## src/rtl/rdma_pkg.sv

```systemverilog
package rdma_pkg;
   typedef enum logic [1:0] {
      ST_IDLE = 2'd0,
      ST_HOLD = 2'd1,
      ST_ACC  = 2'd2,
      ST_ACK  = 2'd3
   } rdma_state_e;
endpackage

```

## src/rtl/rdma_decode.sv

```systemverilog
module rdma_decode #(
   parameter int MSEL_W   = 2,
   parameter int DMEM_SEL = 0
) (
   input  logic              rae_n,
   input  logic              cmd_n,
   input  logic              rrd_n,
   input  logic              rwr_n,
   input  logic [MSEL_W-1:0] msel,
   input  logic              cpu_stopped,
   output logic              start,
   output logic              is_read,
   output logic              allowed,
   output logic              released
);
   localparam logic [MSEL_W-1:0] DMEM_CODE = MSEL_W'(DMEM_SEL);

   initial begin
      if (MSEL_W < 1 || DMEM_SEL >= (1 << MSEL_W))
         $error("rdma_decode: select code does not fit the select width");
   end

   always_comb begin
      start    = !rae_n && !cmd_n && (!rrd_n || !rwr_n);
      is_read  = !rrd_n;
      allowed  = (msel == DMEM_CODE) || cpu_stopped;
      released = rrd_n && rwr_n;
   end
endmodule

```

## src/rtl/rdma_waitcnt.sv

```systemverilog
module rdma_waitcnt #(
   parameter int WS_W         = 2,
   parameter bit USE_EXT_WAIT = 1'b1
) (
   input  logic            clk,
   input  logic            rst_n,
   input  logic            load,
   input  logic            run,
   input  logic [WS_W-1:0] dws,
   input  logic            wait_n,
   output logic            done
);
   localparam logic [WS_W-1:0] ZERO = '0;

   logic [WS_W-1:0] cnt;
   logic            prog_done;

   initial begin
      if (WS_W < 1 || WS_W > 8)
         $error("rdma_waitcnt: wait-state width out of range");
   end

   always_ff @(posedge clk or negedge rst_n) begin
      if (!rst_n)
         cnt <= ZERO;
      else if (load)
         cnt <= dws;
      else if (run && cnt != ZERO)
         cnt <= cnt - 1'b1;
   end

   assign prog_done = (cnt == ZERO);

   generate
      if (USE_EXT_WAIT) begin : g_ext_wait
         assign done = prog_done && wait_n;
      end else begin : g_prog_only
         assign done = prog_done;
      end
   endgenerate

   // each programmed wait state costs exactly one clock
   p_count_down_r6: assert property (@(posedge clk) disable iff (!rst_n)
      (run && !load && cnt != ZERO) |=> (cnt == $past(cnt) - 1'b1));
endmodule

```

## src/rtl/rdma_ctrl.sv

```systemverilog
module rdma_ctrl
   import rdma_pkg::*;
#(
   parameter int MSEL_W       = 2,
   parameter int DMEM_SEL     = 0,
   parameter int WS_W         = 2,
   parameter bit USE_EXT_WAIT = 1'b1
) (
   input  logic              clk,
   input  logic              rst_n,
   input  logic              rae_n,
   input  logic              cmd_n,
   input  logic              rrd_n,
   input  logic              rwr_n,
   input  logic [MSEL_W-1:0] msel,
   input  logic [WS_W-1:0]   dws,
   input  logic              wait_n,
   input  logic              cpu_stopped,
   output logic              loc_oe,
   output logic              mem_rd_n,
   output logic              mem_wr_n,
   output logic              xack
);
   rdma_state_e state, state_nx;
   logic        rd_q;
   logic        start, is_read, allowed, released;
   logic        wdone, wload, wrun;

   rdma_decode #(.MSEL_W(MSEL_W), .DMEM_SEL(DMEM_SEL)) u_decode (
      .rae_n       (rae_n),
      .cmd_n       (cmd_n),
      .rrd_n       (rrd_n),
      .rwr_n       (rwr_n),
      .msel        (msel),
      .cpu_stopped (cpu_stopped),
      .start       (start),
      .is_read     (is_read),
      .allowed     (allowed),
      .released    (released)
   );

   assign wload = (state == ST_IDLE) || (state == ST_HOLD);
   assign wrun  = (state == ST_ACC);

   rdma_waitcnt #(.WS_W(WS_W), .USE_EXT_WAIT(USE_EXT_WAIT)) u_wait (
      .clk    (clk),
      .rst_n  (rst_n),
      .load   (wload),
      .run    (wrun),
      .dws    (dws),
      .wait_n (wait_n),
      .done   (wdone)
   );

   always_comb begin
      state_nx = state;
      unique case (state)
         ST_IDLE: if (start) state_nx = allowed ? ST_ACC : ST_HOLD;
         ST_HOLD: begin
            if (released)         state_nx = ST_IDLE;
            else if (cpu_stopped) state_nx = ST_ACC;
         end
         ST_ACC:  if (wdone)    state_nx = ST_ACK;
         ST_ACK:  if (released) state_nx = ST_IDLE;
         default: state_nx = ST_IDLE;
      endcase
   end

   always_ff @(posedge clk or negedge rst_n) begin
      if (!rst_n) begin
         state <= ST_IDLE;
         rd_q  <= 1'b0;
      end else begin
         state <= state_nx;
         if (state == ST_IDLE && start)
            rd_q <= is_read;
      end
   end

   always_comb begin
      loc_oe   = (state == ST_IDLE) || (state == ST_HOLD);
      mem_rd_n = !((state == ST_ACC) && rd_q);
      mem_wr_n = !((state == ST_ACC) && !rd_q);
      xack     = (state == ST_ACK);
   end

   // an allowed start in idle produces a strobe on the next clock
   p_start_strobe_r1: assert property (@(posedge clk) disable iff (!rst_n)
      (state == ST_IDLE && start && allowed) |=> (!mem_rd_n || !mem_wr_n));

   // while held off with the CPU running, nothing reaches memory
   p_hold_quiet_r9: assert property (@(posedge clk) disable iff (!rst_n)
      (state == ST_HOLD && !cpu_stopped) |=> (mem_rd_n && mem_wr_n && !xack));

   // the strobe continues while the wait logic is not done
   p_strobe_stretch_r6: assert property (@(posedge clk) disable iff (!rst_n)
      ((!mem_rd_n || !mem_wr_n) && !wdone) |=> (!mem_rd_n || !mem_wr_n));

   // acknowledge follows a strobe and holds until release
   p_ack_after_strobe_r8: assert property (@(posedge clk) disable iff (!rst_n)
      $rose(xack) |-> $past(!mem_rd_n || !mem_wr_n));
   p_ack_hold_r8: assert property (@(posedge clk) disable iff (!rst_n)
      (xack && !released) |=> xack);

   // the local drivers stay off across the strobe-to-ack boundary
   p_bus_handover_r4: assert property (@(posedge clk) disable iff (!rst_n)
      $rose(xack) |-> (!loc_oe && $past(!loc_oe)));
endmodule

```

## config.mk

```make
export PLATFORM = sky130hd
export DESIGN_NAME = rdma_ctrl
export DESIGN_NICKNAME = d
export VERILOG_FILES = /design/src/rtl/rdma_pkg.sv /design/src/rtl/rdma_decode.sv /design/src/rtl/rdma_waitcnt.sv /design/src/rtl/rdma_ctrl.sv
export SDC_FILE = /design/constraint.sdc
export NUM_CORES = 1
export LEC_CHECK = 0
export BUFFER_PORTS_ARGS = -buffer_cell sky130_fd_sc_hd__buf_2
export CAP_MARGIN = 10
export CORE_AREA = 2 2 39 41
export DETAILED_ROUTE_END_ITERATION = 7
export DIE_AREA = 0 0 41 43
export HOLD_SLACK_MARGIN = 0.12
export PLACE_DENSITY = 0.57
export SETUP_SLACK_MARGIN = 0.02
export SYNTH_ARGS = -nofsm -noshare
export SYNTH_HDL_FRONTEND = slang
export SYNTH_SLANG_ARGS = --single-unit
```

## constraint.sdc

```tcl
create_clock -name clk -period 1.3 [get_ports clk]
set_input_delay 0.065 -clock clk [delete_from_list [all_inputs] [get_ports clk]]
set_output_delay 0.065 -clock clk [all_outputs]
set_load 0.005 [all_outputs]
```

Yosys cells after proc, flatten, opt, wreduce, memory -nomap -nowiden

Cells that the tools add are included.

Input port bits: 12
Bits in registers: 5
Logic and storage cells: 44

Eq/ne operators: 7
Multiplexer cells: 9
Reduce and logical (&&, ||, !) cells: 24
Add/sub/neg operators: 1

Operator list:

| kind                | count |
|---|---|
| $mux 2              | 8 |
| $logic_and 1x1->1   | 8 |
| $pmux 2 s4          | 1 |
| $logic_not 1->1     | 7 |
| $logic_not 2->1     | 3 |
| $eq 2x2->1 const B  | 2 |
| $ne 2x2->1 const B  | 2 |
| $reduce_and 4->1    | 1 |
| $reduce_bool 2->1   | 2 |
| $logic_or 1x1->1    | 3 |
| $ne 3x3->1 const B  | 1 |
| $eq 2x1->1 const B  | 1 |
| $ne 2x1->1 const B  | 1 |
| $sub 2x1->2 const B | 1 |

Logic depth before layout (Yosys ltp)

Gate-level depths: netlist of run 1.

Depth in word-level cells: 5
Depth in mapped cells: 5

Modules after synthesis

A second synthesis of run 1 with hierarchy kept.

Cell total of the unflattened synthesis: 36
Area total of the unflattened synthesis: 359.1 sq um

Modules (own cells, without submodules):

| module       | times used | area each (sq um) | cells an instance |
|---|---|---|---|
| rdma_ctrl    | 1          | 190.2             | 18 |
| rdma_waitcnt | 1          | 137.6             | 14 |
| rdma_decode  | 1          | 31.3              | 4 |

Least setup slack after synthesis of run 1

Ideal clock, no wire load.

Path kind: register to register
Start point: register state[1]
End point: register rd_q
Data arrival time: 1.174 ns
Stages on the path, launching flop included: 5
Period minus slack after synthesis: 1.298 ns
Path slack: 0.002 ns
Buffers on the path: 1
Cell sequence: dfrtp_1 > buf_6 > or4_4 > o21ai_1 > o21ai_1

Word-level cells in the longest chain between the ends: 2

RTL lines:

| what                   | RTL line        | RTL |
|---|---|---|
| start, declared        | rdma_ctrl.sv:24 | `rdma_state_e state, state_nx;` |
| start signal, assigned | rdma_ctrl.sv:74 | `state <= state_nx;` |
| $logic_not 2->1        | rdma_ctrl.sv:75 | `if (state == ST_IDLE && start)` |
| $logic_and 1x1->1      | rdma_ctrl.sv:75 |  |
| end signal, assigned   | rdma_ctrl.sv:76 | `rd_q <= is_read;` |
| end, declared          | rdma_ctrl.sv:25 | `logic rd_q;` |

No other way between the ends.
A chain may end at the register's enable or synchronous reset.

Worst setup path after layout of run 1

Start point: input cmd_n
End point: register rd_q

Word-level cells in the longest chain between the ends: 4

RTL lines:

| what                           | RTL line          | RTL |
|---|---|---|
| start, declared                | rdma_ctrl.sv:12   | `input logic cmd_n,` |
| $logic_not 1->1                | rdma_decode.sv:24 | `start = !rae_n && !cmd_n && (!rrd_n \|\| !rwr_n);` |
| $logic_and 1x1->1 (2 in a row) | rdma_decode.sv:24 |  |
| $logic_and 1x1->1              | rdma_ctrl.sv:75   |  |

No other way between the ends.

==> results of run 1 <==
==> stage by stage <==
step / utilization [%] / worst slack [ns] / instance area (um2)
after floorplan: - / 0.0105 / 327
after global placement: 29.9 / 0.115 / 414
after detailed placement: 29.9 / 0.0773 / 414
after CTS: 36.2 / 0.0443 / 500
after global routing: 36.6 / 0.0160 / 507
final: 36.6 / 0.0532 / 507
==> worst max-delay path, cell delays in order <==
cell and delay, ns:
dlygate4sd3_1 0.53, buf_2 0.13, or4_4 0.48, o21ai_2 0.11, o21ai_1 0.07
==> state kept, by name, indices dropped and copies added (netlist names) <==
register and cells:
u_wait.cnt 2, rd_q 1, state 2
==> cell usage in the layout (no fill, tap or decap) <==
cell           count
buf_4              2
clkbuf_1           1
ha_1               1
nor2b_2            1
o21ai_0            2
inv_1              3
a31oi_1            2
o311ai_1           1
buf_2             15
xnor2_1            1
and2_2             1
nand2_1            3
o21ai_1            1
a21oi_1            4
o21bai_1           2
or4_4              1
o21ai_2            1
a32o_1             1
dlygate4sd3_1      6
dfrtp_1            5
or3_1              1
clkbuf_4           3
nor2_1             3
nand2b_1           1
==> metal layers <==
layer  global-route usage, %  share of wire, %  vias up
met2                    13.4                43       12
met4                    4.00                 0        0
met5                       0                 0        -
met1                    11.0                48      152
li1                        -                 -      182
met3                    6.81               8.7        0
==> cell families (layout without fill, tap and decap cells) <==
logic type | count (synthesis) | in the layout | synth area share, %
AO/OA/AOI/OAI | 14 | 14 | 27.0
XOR/XNOR | 1 | 1 | 2.73
adder cells (fa/ha/maj) | 1 | 1 | 3.91
buffers and inverters | 5 | 30 | 8.59
flip-flops | 5 | 5 | 39.1
AND/OR/NAND/NOR | 11 | 11 | 18.8
==> worst max path at each step <==
stage / to / slack, ns / cells after the start
after global routing: mem_wr_n / 0.02 / 4
final: rd_q$_DFFE_PN0P_ / 0.05 / 5
after floorplan: rd_q$_DFFE_PN0P_ / 0.01 / 4
after detailed placement: u_wait.cnt[1]$_DFFE_PN0P_ / 0.08 / 4
after CTS: rd_q$_DFFE_PN0P_ / 0.04 / 5
after global placement: rd_q$_DFFE_PN0P_ / 0.12 / 3
==> area by class of cell <==
cell class,instances,area (um2)
flip-flops and latches,5,125
multi-input cells,27,174
clock buffers,4,26.3
inverters,3,11.3
fillers,144,877
repair buffers,23,150
well taps,16,20.0
==> what timing repair did <==
action	in CTS	in global routing
endpoints found under the setup margin	0	3
endpoints found under the hold margin	8	0
hold buffers	6	0
gates resized for setup	0	2
==> power groups by stage <==
stage | Sequential (mW) | Clock (mW) | Combinational, mW
after floorplan | 0.273 | 0 | 0.405
after global placement | 0.284 | 0 | 0.511
after detailed placement | 0.285 | 0 | 0.522
after CTS | 0.285 | 0.192 | 0.536
after global routing | 0.296 | 0.209 | 0.611
final | 0.286 | 0.183 | 0.540
==> summary by stage, run 1 <==
Floorplan
The width of the die is 41 um. The core footprint is 1380 um2. The I/O pin count is 16. The initial utilization of the core area, before any placement, comes to 23.1%.

In this run the vertical extent of the chip is 43 um. The overall die area is 1760 um2. Row generation in the floorplan step produced 14 rows.

Power and ir drop
The internal power is 0.638 mW. Combinational logic is responsible for 53.5% of the overall power. VDD sags by at most 0.505 mV. Summed over all nets, the switching power comes to 0.371 mW. The leakage power is 0.241 nW. The overall power consumption is 1.01 mW.

For this design the ratio of total power to cell area is 1990 nW/um2. In this run, flip-flops and latches consume 28.3% of the power. Of the total power, the share spent switching nets is 36.8%. The part of the power in the clock network is 18.2%.

Timing
The final sum of negative setup slack is 0 ns. Setup violations remaining at the end of the flow were counted as 0. Across all hold checks on the routed design, the worst slack comes to 0.122 ns.

The hold violation total from the final report is 0. The clock tree skew after final layout is 0.000178 ns. Setup repair after global routing could not meet its margin everywhere.

The worst slew margin relative to its limit is 82.3%. The ratio of final minimum period to clock period is 95.9%. The final critical-path required period is 1.25 ns. Timing would allow up to 802 MHz.

The count of pins over their slew limit came to 0. For the pin with the worst max-slew slack, the measured transition is 0.261 ns.

Global route
The via count of the first global-routing pass came to 299. The global route total overflow is 0. The initial antenna violation count is 0. Entering global routing, the biggest net connects 10 pins.

The total global routing track utilization is 9.66%. The first global-routing pass estimated 1120 um of wire.

Critical path
In this run the critical register-to-register path is captured at u_wait.cnt[1]$_DFFE_PN0P_. The category of the worst setup path launch point is an input pin. STA puts the critical path data required time at 1.43 ns.

The top fanout value on the critical path is 2. The reg-to-reg setup timing slack is 0.10 ns. The startpoint of the most critical register-to-register path is u_wait.cnt[0]$_DFFE_PN0P_. The critical path launch point is cmd_n.

The critical path endpoint category is a register. The cell depth of the worst flop-to-flop path is 4. STA puts the critical path data arrival time at 1.37 ns.

The critical path is of the input pin to register type.

Yosys
Yosys mapped a number of flops with a built-in enable equal to 0. After synthesis the netlist holds a flip-flop and latch count of 5. The proportion of synthesized flip-flops having asynchronous set or reset is 100%. Synthesis produced a netlist whose cell count is 37.

Sorting the synthesized cells by area gives the leading types as dfrtp_1, a21oi_1, o21bai_1, a31oi_1, ha_1. The leading register cell type out of synthesis is dfrtp_1. Synthesis produced a netlist with a net count of 50.

A synthesized cell averages 8.66 um2. The cell area that synthesis handed to floorplanning was 320 um2. The commonest cells after synthesis are dfrtp_1, a21oi_1, inv_1, nand2_1, nor2_1. The number of different library cells used by synthesis comes to 20. Summed over all instances, the cell type with the most area after synthesis is dfrtp_1. dfrtp_1 is the most common cell in the netlist. The sequential-to-total area share from yosys stat is 39.1%.

The count of synthesis-stage warnings from yosys is 0. The proportion of netlist area held by the largest area contributor is 39.1%.

Clock tree
The clock transition at the register clock pins on the worst setup and hold paths after CTS is 0.04 ns. The clock buffer count from CTS is 3. The tree is rooted in a clkbuf_4. CTS built an H-tree with a depth of 1. TritonCTS built the clock tree. No sink is reached through more buffers than the 2 on the longest clock path. Post-CTS timing repair inserted 0 buffers for setup. The later-pin clock latency in the skew report is 0.24 ns. For this design, the sink count on the clock tree is 5.

Final layout
The fraction of final layout cells with drive strength greater than 1 is 38.7%. The repair_antennas step left the layout with diodes totalling 0. The final layout net count is 76. The number of non-filler instances in the completed layout is 78. The post-synthesis to final-layout area growth is 58.2%.

Detailed routing
In the final routed layout, each cell accounts on average for 10.2 um. After the first detailed-routing iteration, the DRC count stood at 7. In this run the remaining antenna-violating nets after routing total 0. Before antenna repair, the detailed router went through 3 iterations.

The routed wire length is 793 um. Summing over every cut layer, the via total after detailed routing is 346. After detailed routing, the number of remaining DRC violations is 0. In the routed layout, each cell is associated on average with a via count of 4.44.

Run status
The flow ran to the end, and the final reports show no timing, DRC or antenna violations.

Place
The number of instances in the placed design is 68. At the end of routability-driven placement, the weighted congestion stood at 0.685. Port buffering added 15 buffers. Detailed placement finished with a half-perimeter wire length of 588 um.

Min path
The destination of the worst hold path is rd_q$_DFFE_PN0P_. The startpoint identified for the worst hold timing path is rae_n. The instance count along the most critical hold path is 3. The tightest min-delay check is of the input pin to register type.

Job
Across the run, the number of max-cap violations was 0.
No activity file was read; power rests on OpenSTA's default activity.
==> run 2: changes to the inputs <==
- ABC_AREA: default -> 1
- HOLD_SLACK_MARGIN: 0.12 -> 0.06
- PLACE_DENSITY: 0.57 -> default
==> run 2 against run 1 <==
Total power up 30%; clock power is essentially flat; critical endpoint is now mem_wr_n; sequential power about the same; sequential cell count unchanged; synthesized cell count up 46%; register-to-register slack improved by 0.03 ns; via count up 20%; largest power group unchanged; clock-buffer cell count did not move; critical path depth did not move; combinational power rose by 56%.
==> summary by stage, run 2 <==
Run status
The flow ran to the end, and the final reports show no timing, DRC or antenna violations.

Yosys
The compound-cell area share of the yosys netlist was 9.67% (-17 points). The mux cell area share after synthesis came to 0% (unchanged). The synthesized-area fraction occupied by and/or/nand/nor cells is 39.3% (+21 points). For this run, the leading register cell type out of synthesis is dfrtp_1.

The xor-xnor portion of the synthesized cell area was 2.33% (-0.40 points). The post-synthesis net count is 67 (+34%). The count of synthesis-stage warnings from yosys is 0 (unchanged). The synthesized area came to 375 um2 (+17%). The most frequently used cell type in the post-synthesis netlist is nand2_1.

The gate count of the mapped netlist is 54 (+46%). Of all cell types, the one taking the most synthesized area is dfrtp_1. The post-synthesis adder-cell area fraction is 3.33% (-0.57 points). After synthesis, the largest family of logic cells by area is simple AND/OR/NAND/NOR gates. The sequential-to-total area share from yosys stat is 33.3% (-5.7 points).

The number of flops mapped to enable cells by yosys came to 0 (unchanged). The per-instance average area after synthesis was 6.95 um2 (-20%). The proportion of netlist area held by the largest area contributor is 33.3% (-5.7 points). By area the synthesized netlist is led by dfrtp_1, nand2_1, inv_1, nand3_2, nand2_2. Counting instances in the post-synthesis netlist gives the leading cell types as nand2_1, inv_1, dfrtp_1. The post-synthesis register bit count came to 5 (unchanged).

The count of unique library cells instantiated by Yosys came to 18 (-10%). The proportion of synthesized flip-flops having asynchronous set or reset is 100% (unchanged).

Detailed routing
The remaining design rule violation count is 0 (unchanged). The routed wire length is 946 um (+19%). The total via count in the routed design is 414 (+20%). The per-cell routed wire length is 9.75 um (-4.1%).

The mean number of vias per cell is 4.27 (-3.8%). The iteration-0 DRC count of the detailed router is 7 (unchanged). The number of routed nets with antenna violations is 0 (unchanged). The number of detailed-route iterations in the first pass is 4 (+1).

Critical path
The startpoint-to-endpoint class of the critical path is register to output pin. The worst path required time is 1.24 ns (-0.19 ns). The number of stages on the worst setup path was 5 (unchanged). The slowest stage of the critical path is the dfrtp_1 cell. STA classifies the critical path endpoint as an output pin. The critical path's largest stage delay is 0.38 ns (-0.15 ns).

Broken down by cell family, the worst path's largest delay share belongs to flip-flops. The reg-to-reg setup timing slack is 0.13 ns (+0.03 ns). The worst reg2reg path endpoint is state[1]$_DFFE_PN0P_. The cell depth of the worst flop-to-flop path is 7 (+3). The data arrival time of the critical path is 1.16 ns (-0.21 ns). The worst setup path endpoint is mem_wr_n. The category of the worst setup path launch point is a register. The top fanout value on the critical path is 3 (+1). The signal on the critical path passes through inv_4 -> nor2_4 -> inv_2 -> or2_1 -> buf_2. The startpoint of the most critical register-to-register path is state[0]$_DFFE_PN0P_. The critical path launch point is state[1]$_DFFE_PN0P_. The count of buffering cells on the critical path with inverters included is 3 (+1).

Clock tree
The number of clock sinks seen by CTS is 5 (unchanged). The later-pin clock latency in the skew report came to 0.25 ns (about the same). The clock tree from TritonCTS is yes. The maximum level of the CTS H-tree is 1 (unchanged). The buffer levels on the longest clock path came to 2 (unchanged). The clock buffer count from CTS is 3 (unchanged). The clock transition at the register clock pins on the worst setup and hold paths after CTS came to 0.05 ns (about the same). In this run the clock root is driven by a clkbuf_4.

Timing
The final critical-path required period came to 1.23 ns (-0.0212 ns). The count of pins over their slew limit is 0 (unchanged). The hold violation total from the final report is 0 (unchanged). The final sum of negative setup slack is 0 ns (unchanged). Setup repair after global routing could not meet its margin everywhere. The number of setup violations in the final report is 0 (unchanged). The achievable clock frequency came to 816 MHz (+1.7%). The actual transition at the worst max-transition pin is 0.319 ns (+0.0583 ns). The ratio of final minimum period to clock period was 94.3% (-1.6 points). The clock tree skew after final layout was 0.00649 ns (+0.00631 ns). The post-route worst setup slack is 0.0744 ns (+0.0212 ns). The worst slew margin relative to its limit is 78.6% (-3.7 points).

Min path
The startpoint of the most critical hold path is rae_n. The worst hold path class is input pin to register.

Final layout
The largest registers in the layout are state (2), u_wait.cnt (2), rd_q (1). The library cell used most frequently in the layout, excluding fill and tap cells, is nand2_1. The top cell types in the final layout, fill and taps aside, are nand2_1, buf_2, inv_1.

The final design utilization was 41.0% (+4.4 points). The number of diodes added for antenna fixing is 0 (unchanged). The post-synthesis to final-layout area growth is 51.3%. The final layout net count was 95 (+25%). The post-layout instance area is 568 um2 (+12%). The fraction of final layout cells with drive strength greater than 1 is 45.7% (+7.0 points).

Global route
The largest net degree at the start of global routing is 9 (-1). The first-pass GRT wire length is 1550 um (+37%). The via count of the first global-routing pass is 424 (+42%). The initial antenna violation count is 0 (unchanged). The total global routing track utilization was 13.1% (+3.4 points). The global route total overflow was 0 (unchanged).

Power and ir drop
The total power density per cell area came to 2310 nW/um2 (+16%). The overall power consumption is 1.31 mW (+30%). The leakage power is 0.321 nW (+33%). The maximum vdd drop was 0.868 mV (+72%).

Job
The max capacitance violation total was 0 (unchanged).

Place
The number of buffers added on ports came to 15 (unchanged). The final estimated routing congestion in global placement is 0.728 (+6.3%). The post-DP HPWL is 704 um (+20%). The total cell area at the placement stage came to 470 um2 (+14%). The worst slack after detailed placement came to 0.147 ns (+0.0692 ns).

Floorplan
The effective utilization at floorplan was 27.1% (+4.0 points). The core footprint was 1380 um2 (unchanged). The overall die area came to 1760 um2 (unchanged). The width of the die came to 41 um (unchanged). The total number of placement rows came to 14 (unchanged). The I/O pin count is 16 (unchanged). The height of the die came to 43 um (unchanged).
[run 2: changes by cell type after synthesis, sizes merged, moves of 2 or more]
cell,before,now
nand2,3,19
inv,3,12
nand3,0,3
nor2,3,6
a21oi,4,2
a31oi,2,0
buf,2,0
o21bai,2,0
[run 2: kinds of logic after synthesis]
| family | after synthesis |
|---|---|
| adder cells (fa/ha/maj) | 1 |
| XOR/XNOR | 1 |
| AND/OR/NAND/NOR | 29 |
| buffers and inverters | 12 |
| flip-flops | 5 |
| AO/OA/AOI/OAI | 6 |
[run 2: layout make-up]
type	count	area [um2]
well taps	16	20.0
clock buffers	4	26.3
inverters	12	47.5
flip-flops and latches	5	126
repair buffers	23	143
fillers	155	816
multi-input cells	37	205
[run 2: worst min-delay path by stage]
stage | end | slack (ns) | cells past startpoint
after floorplan | rd_q$_DFFE_PN0P_ | -0.23 | 0
after global placement | u_wait.cnt[0]$_DFFE_PN0P_ | -0.11 | 1
after detailed placement | u_wait.cnt[0]$_DFFE_PN0P_ | -0.11 | 1
after CTS | rd_q$_DFFE_PN0P_ | 0.13 | 4
after global routing | rd_q$_DFFE_PN0P_ | 0.17 | 4
final | rd_q$_DFFE_PN0P_ | 0.13 | 4
[run 2: worst register-to-register path: stages (launching register included)]
cell	delay, ns
dfrtp_2	0.41
buf_4	0.16
nor2_2	0.15
nand3_2	0.11
nand2_1	0.07
inv_1	0.04
nand3_2	0.06
nand2_2	0.04
[run 2: report_power, final]
group	leakage (nW)	internal [mW]	switching (mW)
Combinational	0.247	0.382	0.458
Sequential	0.0585	0.240	0.0496
Clock	0.0150	0.116	0.0691
Total	0.321	0.738	0.576
[run 2: routing by layer]
metal / GRT usage [%] / up-vias / routed length [um]
met5: 0 / - / 0
met4: 9.33 / 0 / 15
met3: 4.19 / 2 / 82
met2: 21.3 / 13 / 470
met1: 12.9 / 184 / 376
li1: - / 215 / -
[run 2: timing repair]
action,4_1_cts,5_1_grt
gates cloned,0,0
pin swaps,0,1
setup buffers,2,3
hold buffers,3,0
hold endpoints to repair,7,0
gates resized for setup,1,2
endpoints found under the setup margin,1,1
[run 2: per-stage QoR]
stage                     instances  hold slack [ns]
after floorplan                  54           -0.231
after global placement           85           -0.111
after detailed placement         85           -0.110
after CTS                        94            0.132
after global routing             97            0.173
final                            97            0.134
==> run 3: changes to the inputs <==
- clock period: 1.3 -> 1 ns (I/O delays scaled with it)
==> run 3 against run 2 <==
The flow now finishes with violations (negative setup slack); cell count up 5.2%; clock power up 22%; register-to-register slack worse by 0.25 ns; highest routed layer is now met3.
==> summary by stage, run 3 (synthesis gave the netlist of run 2 again) <==
Clock tree
The buffer levels on the longest clock path was 2 (unchanged). In this run the clock root is driven by a clkbuf_4. The clock tree from TritonCTS is yes.

The clock transition at the register clock pins on the worst setup and hold paths after CTS is 0.04 ns (about the same). The clock buffer count from CTS came to 3 (unchanged). The maximum level of the CTS H-tree is 1 (unchanged).

The number of clock sinks seen by CTS is 5 (unchanged). The later-pin clock latency in the skew report is 0.24 ns (about the same).

Run status
The flow ran to the end, but the final reports show violations. The checks that failed: negative setup slack.

Final layout
The area of combinational cells with multiple inputs is 235 um2 (+15%). The final design utilization is 46.2% (+5.2 points). The post-synthesis to final-layout area growth is 70.3%. The number of diodes added for antenna fixing is 0 (unchanged).

The most common cell after layout, fill and taps aside is nand2_1. The largest registers in the layout are state (2), u_wait.cnt (2), rd_q (1). The final layout net count came to 100 (+5.3%). The library cells used most frequently in the layout, excluding fill and tap cells, are nand2_1, buf_2, buf_4. The combined flip-flop and latch cell area is 126 um2 (unchanged). The number of filler instances in the final layout is 148 (-4.5%). The fraction of final layout cells with drive strength greater than 1 was 53.5% (+7.8 points).

Global route
The global route total overflow is 0 (unchanged). The largest net degree at the start of global routing is 6 (-3). The via count of the first global-routing pass is 385 (-9.2%). The total global routing track utilization is 12.2% (-0.92 points). The initial antenna violation count is 0 (unchanged).

The first-pass GRT wire length is 1410 um (-8.9%).

Floorplan
The height of the die is 43 um (unchanged). The total number of placement rows is 14 (unchanged). The effective utilization at floorplan is 27.1% (unchanged). The overall die area was 1760 um2 (unchanged). The core footprint is 1380 um2 (unchanged). The I/O pin count is 16 (unchanged). The width of the die is 41 um (unchanged).

Critical path
The data arrival time of the critical path is 1.12 ns (-0.04 ns). The count of buffering cells on the critical path with inverters included is 2 (-1). The critical path endpoint category is an output pin. The critical path's largest stage delay was 0.41 ns (+0.03 ns).

Walking the worst path, the cells encountered are nor2_4 -> inv_2 -> or2_1 -> buf_2. The worst path required time came to 0.95 ns (-0.29 ns). The worst setup path is launched from a register.

The reg-to-reg setup timing slack is -0.12 ns (-0.25 ns). The top fanout value on the critical path came to 2 (-1). The critical path is of the register to output pin type.

The slowest stage of the critical path is the dfrtp_2 cell. The kind of cell with the highest combined delay along the critical path is flip-flops.

Place
The final estimated routing congestion in global placement is 0.752 (+3.3%). The number of buffers added on ports is 15 (unchanged). The post-DP HPWL came to 649 um (-7.8%).

Timing
The post-route worst setup slack came to -0.172 ns (-0.247 ns). The hold violation total from the final report is 0 (unchanged). The routed design could run at a clock period as short as 1.17 ns.

The clock tree skew after final layout was 0.00377 ns (-0.00272 ns). Setup repair after global routing could not meet its margin everywhere. The worst slew margin relative to its limit is 79.3% (+0.61 points). The actual transition at the worst max-transition pin is 0.310 ns (-0.00918 ns).

The count of pins over their slew limit was 0 (unchanged). The number of setup violations in the final report is 8 (+8). The ratio of final minimum period to clock period is 117%. The achievable clock frequency is 853 MHz.

Detailed routing
The number of detailed-route iterations in the first pass is 1 (-3). The routed wire length is 802 um (-15%). The total via count in the routed design is 414 (unchanged). The remaining design rule violation count is 0 (unchanged). The number of routed nets with antenna violations came to 0 (unchanged). The per-cell routed wire length is 7.86 um (-19%). The iteration-0 DRC count of the detailed router is 0 (-7). The mean number of vias per cell came to 4.06 (-4.9%).

Min path
The worst hold path belongs to the class input pin to register.

Power and ir drop
The maximum vdd drop is 0.969 mV (+12%). The total power density per cell area is 3080 nW/um2 (+33%). The overall power consumption is 1.97 mW (+50%).

The leakage power came to 0.351 nW (+9.3%).

Job
The max capacitance violation total is 0 (unchanged).
[run 3: changes by cell type in the layout (fill, tap and decap cells not counted), moves of 2 or more]
cell and delta:
nor2_2 -2, inv_2 +2, buf_4 +5, nor2_4 +2
[run 3: path summary, 6_finish.rpt]
check | cells after the start | to | start
max | 4 | mem_wr_n | state[0]$_DFFE_PN0P_
max reg2reg | 5 | u_wait.cnt[0]$_DFFE_PN0P_ | state[0]$_DFFE_PN0P_
min in group asynchronous | 2 | u_wait.cnt[0]$_DFFE_PN0P_ | rst_n
max in group asynchronous | 2 | state[0]$_DFFE_PN0P_ | rst_n
min reg2reg | 2 | rd_q$_DFFE_PN0P_ | rd_q$_DFFE_PN0P_
min | 4 | rd_q$_DFFE_PN0P_ | rae_n
[run 3: cell type report]
| cell class | count | area share, % |
|---|---|---|
| Clock buffer | 4 | 4.11 |
| Multi-Input combinational cell | 37 | 36.8 |
| Timing Repair Buffer | 28 | 29.2 |
| Tap cell | 16 | 3.13 |
| Sequential cell | 5 | 19.8 |
| Inverter | 12 | 7.05 |
[run 3: repair_timing]
| item | CTS | global route |
|---|---|---|
| buffers inserted | 5 | 1 |
| hold buffers | 3 | 0 |
| endpoints found under the setup margin | 9 | 9 |
| cloned | 0 | 0 |
| pin swaps | 2 | 2 |
| resized for setup | 3 | 2 |
| endpoints found under the hold margin | 7 | 0 |
[run 3: through the flow]
step / worst slack, ns / setup TNS [ns] / hold slack, ns / instances / cell area, um2
after floorplan: 0.0275 / 0 / -0.246 / 54 / 394
final: -0.172 / -0.822 / 0.114 / 102 / 639
after CTS: -0.169 / -0.892 / 0.119 / 101 / 623
after global routing: -0.224 / -1.37 / 0.131 / 102 / 639
after global placement: -0.0460 / -0.0804 / -0.131 / 89 / 519
after detailed placement: -0.0467 / -0.141 / -0.130 / 89 / 519
[run 3: power by group]
group          internal [mW]  total [mW]  leakage, nW  switching, mW
Combinational          0.701        1.37        0.277          0.664
Sequential             0.312       0.374       0.0585         0.0620
Clock                  0.150       0.227       0.0150         0.0767
Total                   1.16        1.97        0.351          0.803
[run 3: routing by layer]
layer | up-vias | share of wire (%) | wire [um] | GRT usage (%)
met3 | 0 | 7.5 | 60 | 7.85
met1 | 176 | 41 | 332 | 12.3
met2 | 9 | 51 | 409 | 19.4
li1 | 229 | - | - | -
met4 | 0 | 0 | 0 | 4.00
met5 | - | 0 | 0 | 0
[run 3: tightest hold or removal path, cell delays in order]
cell	delay (ns)
buf_2	0.07
nor2_1	0.04
nand3_2	0.07
o21ai_0	0.07
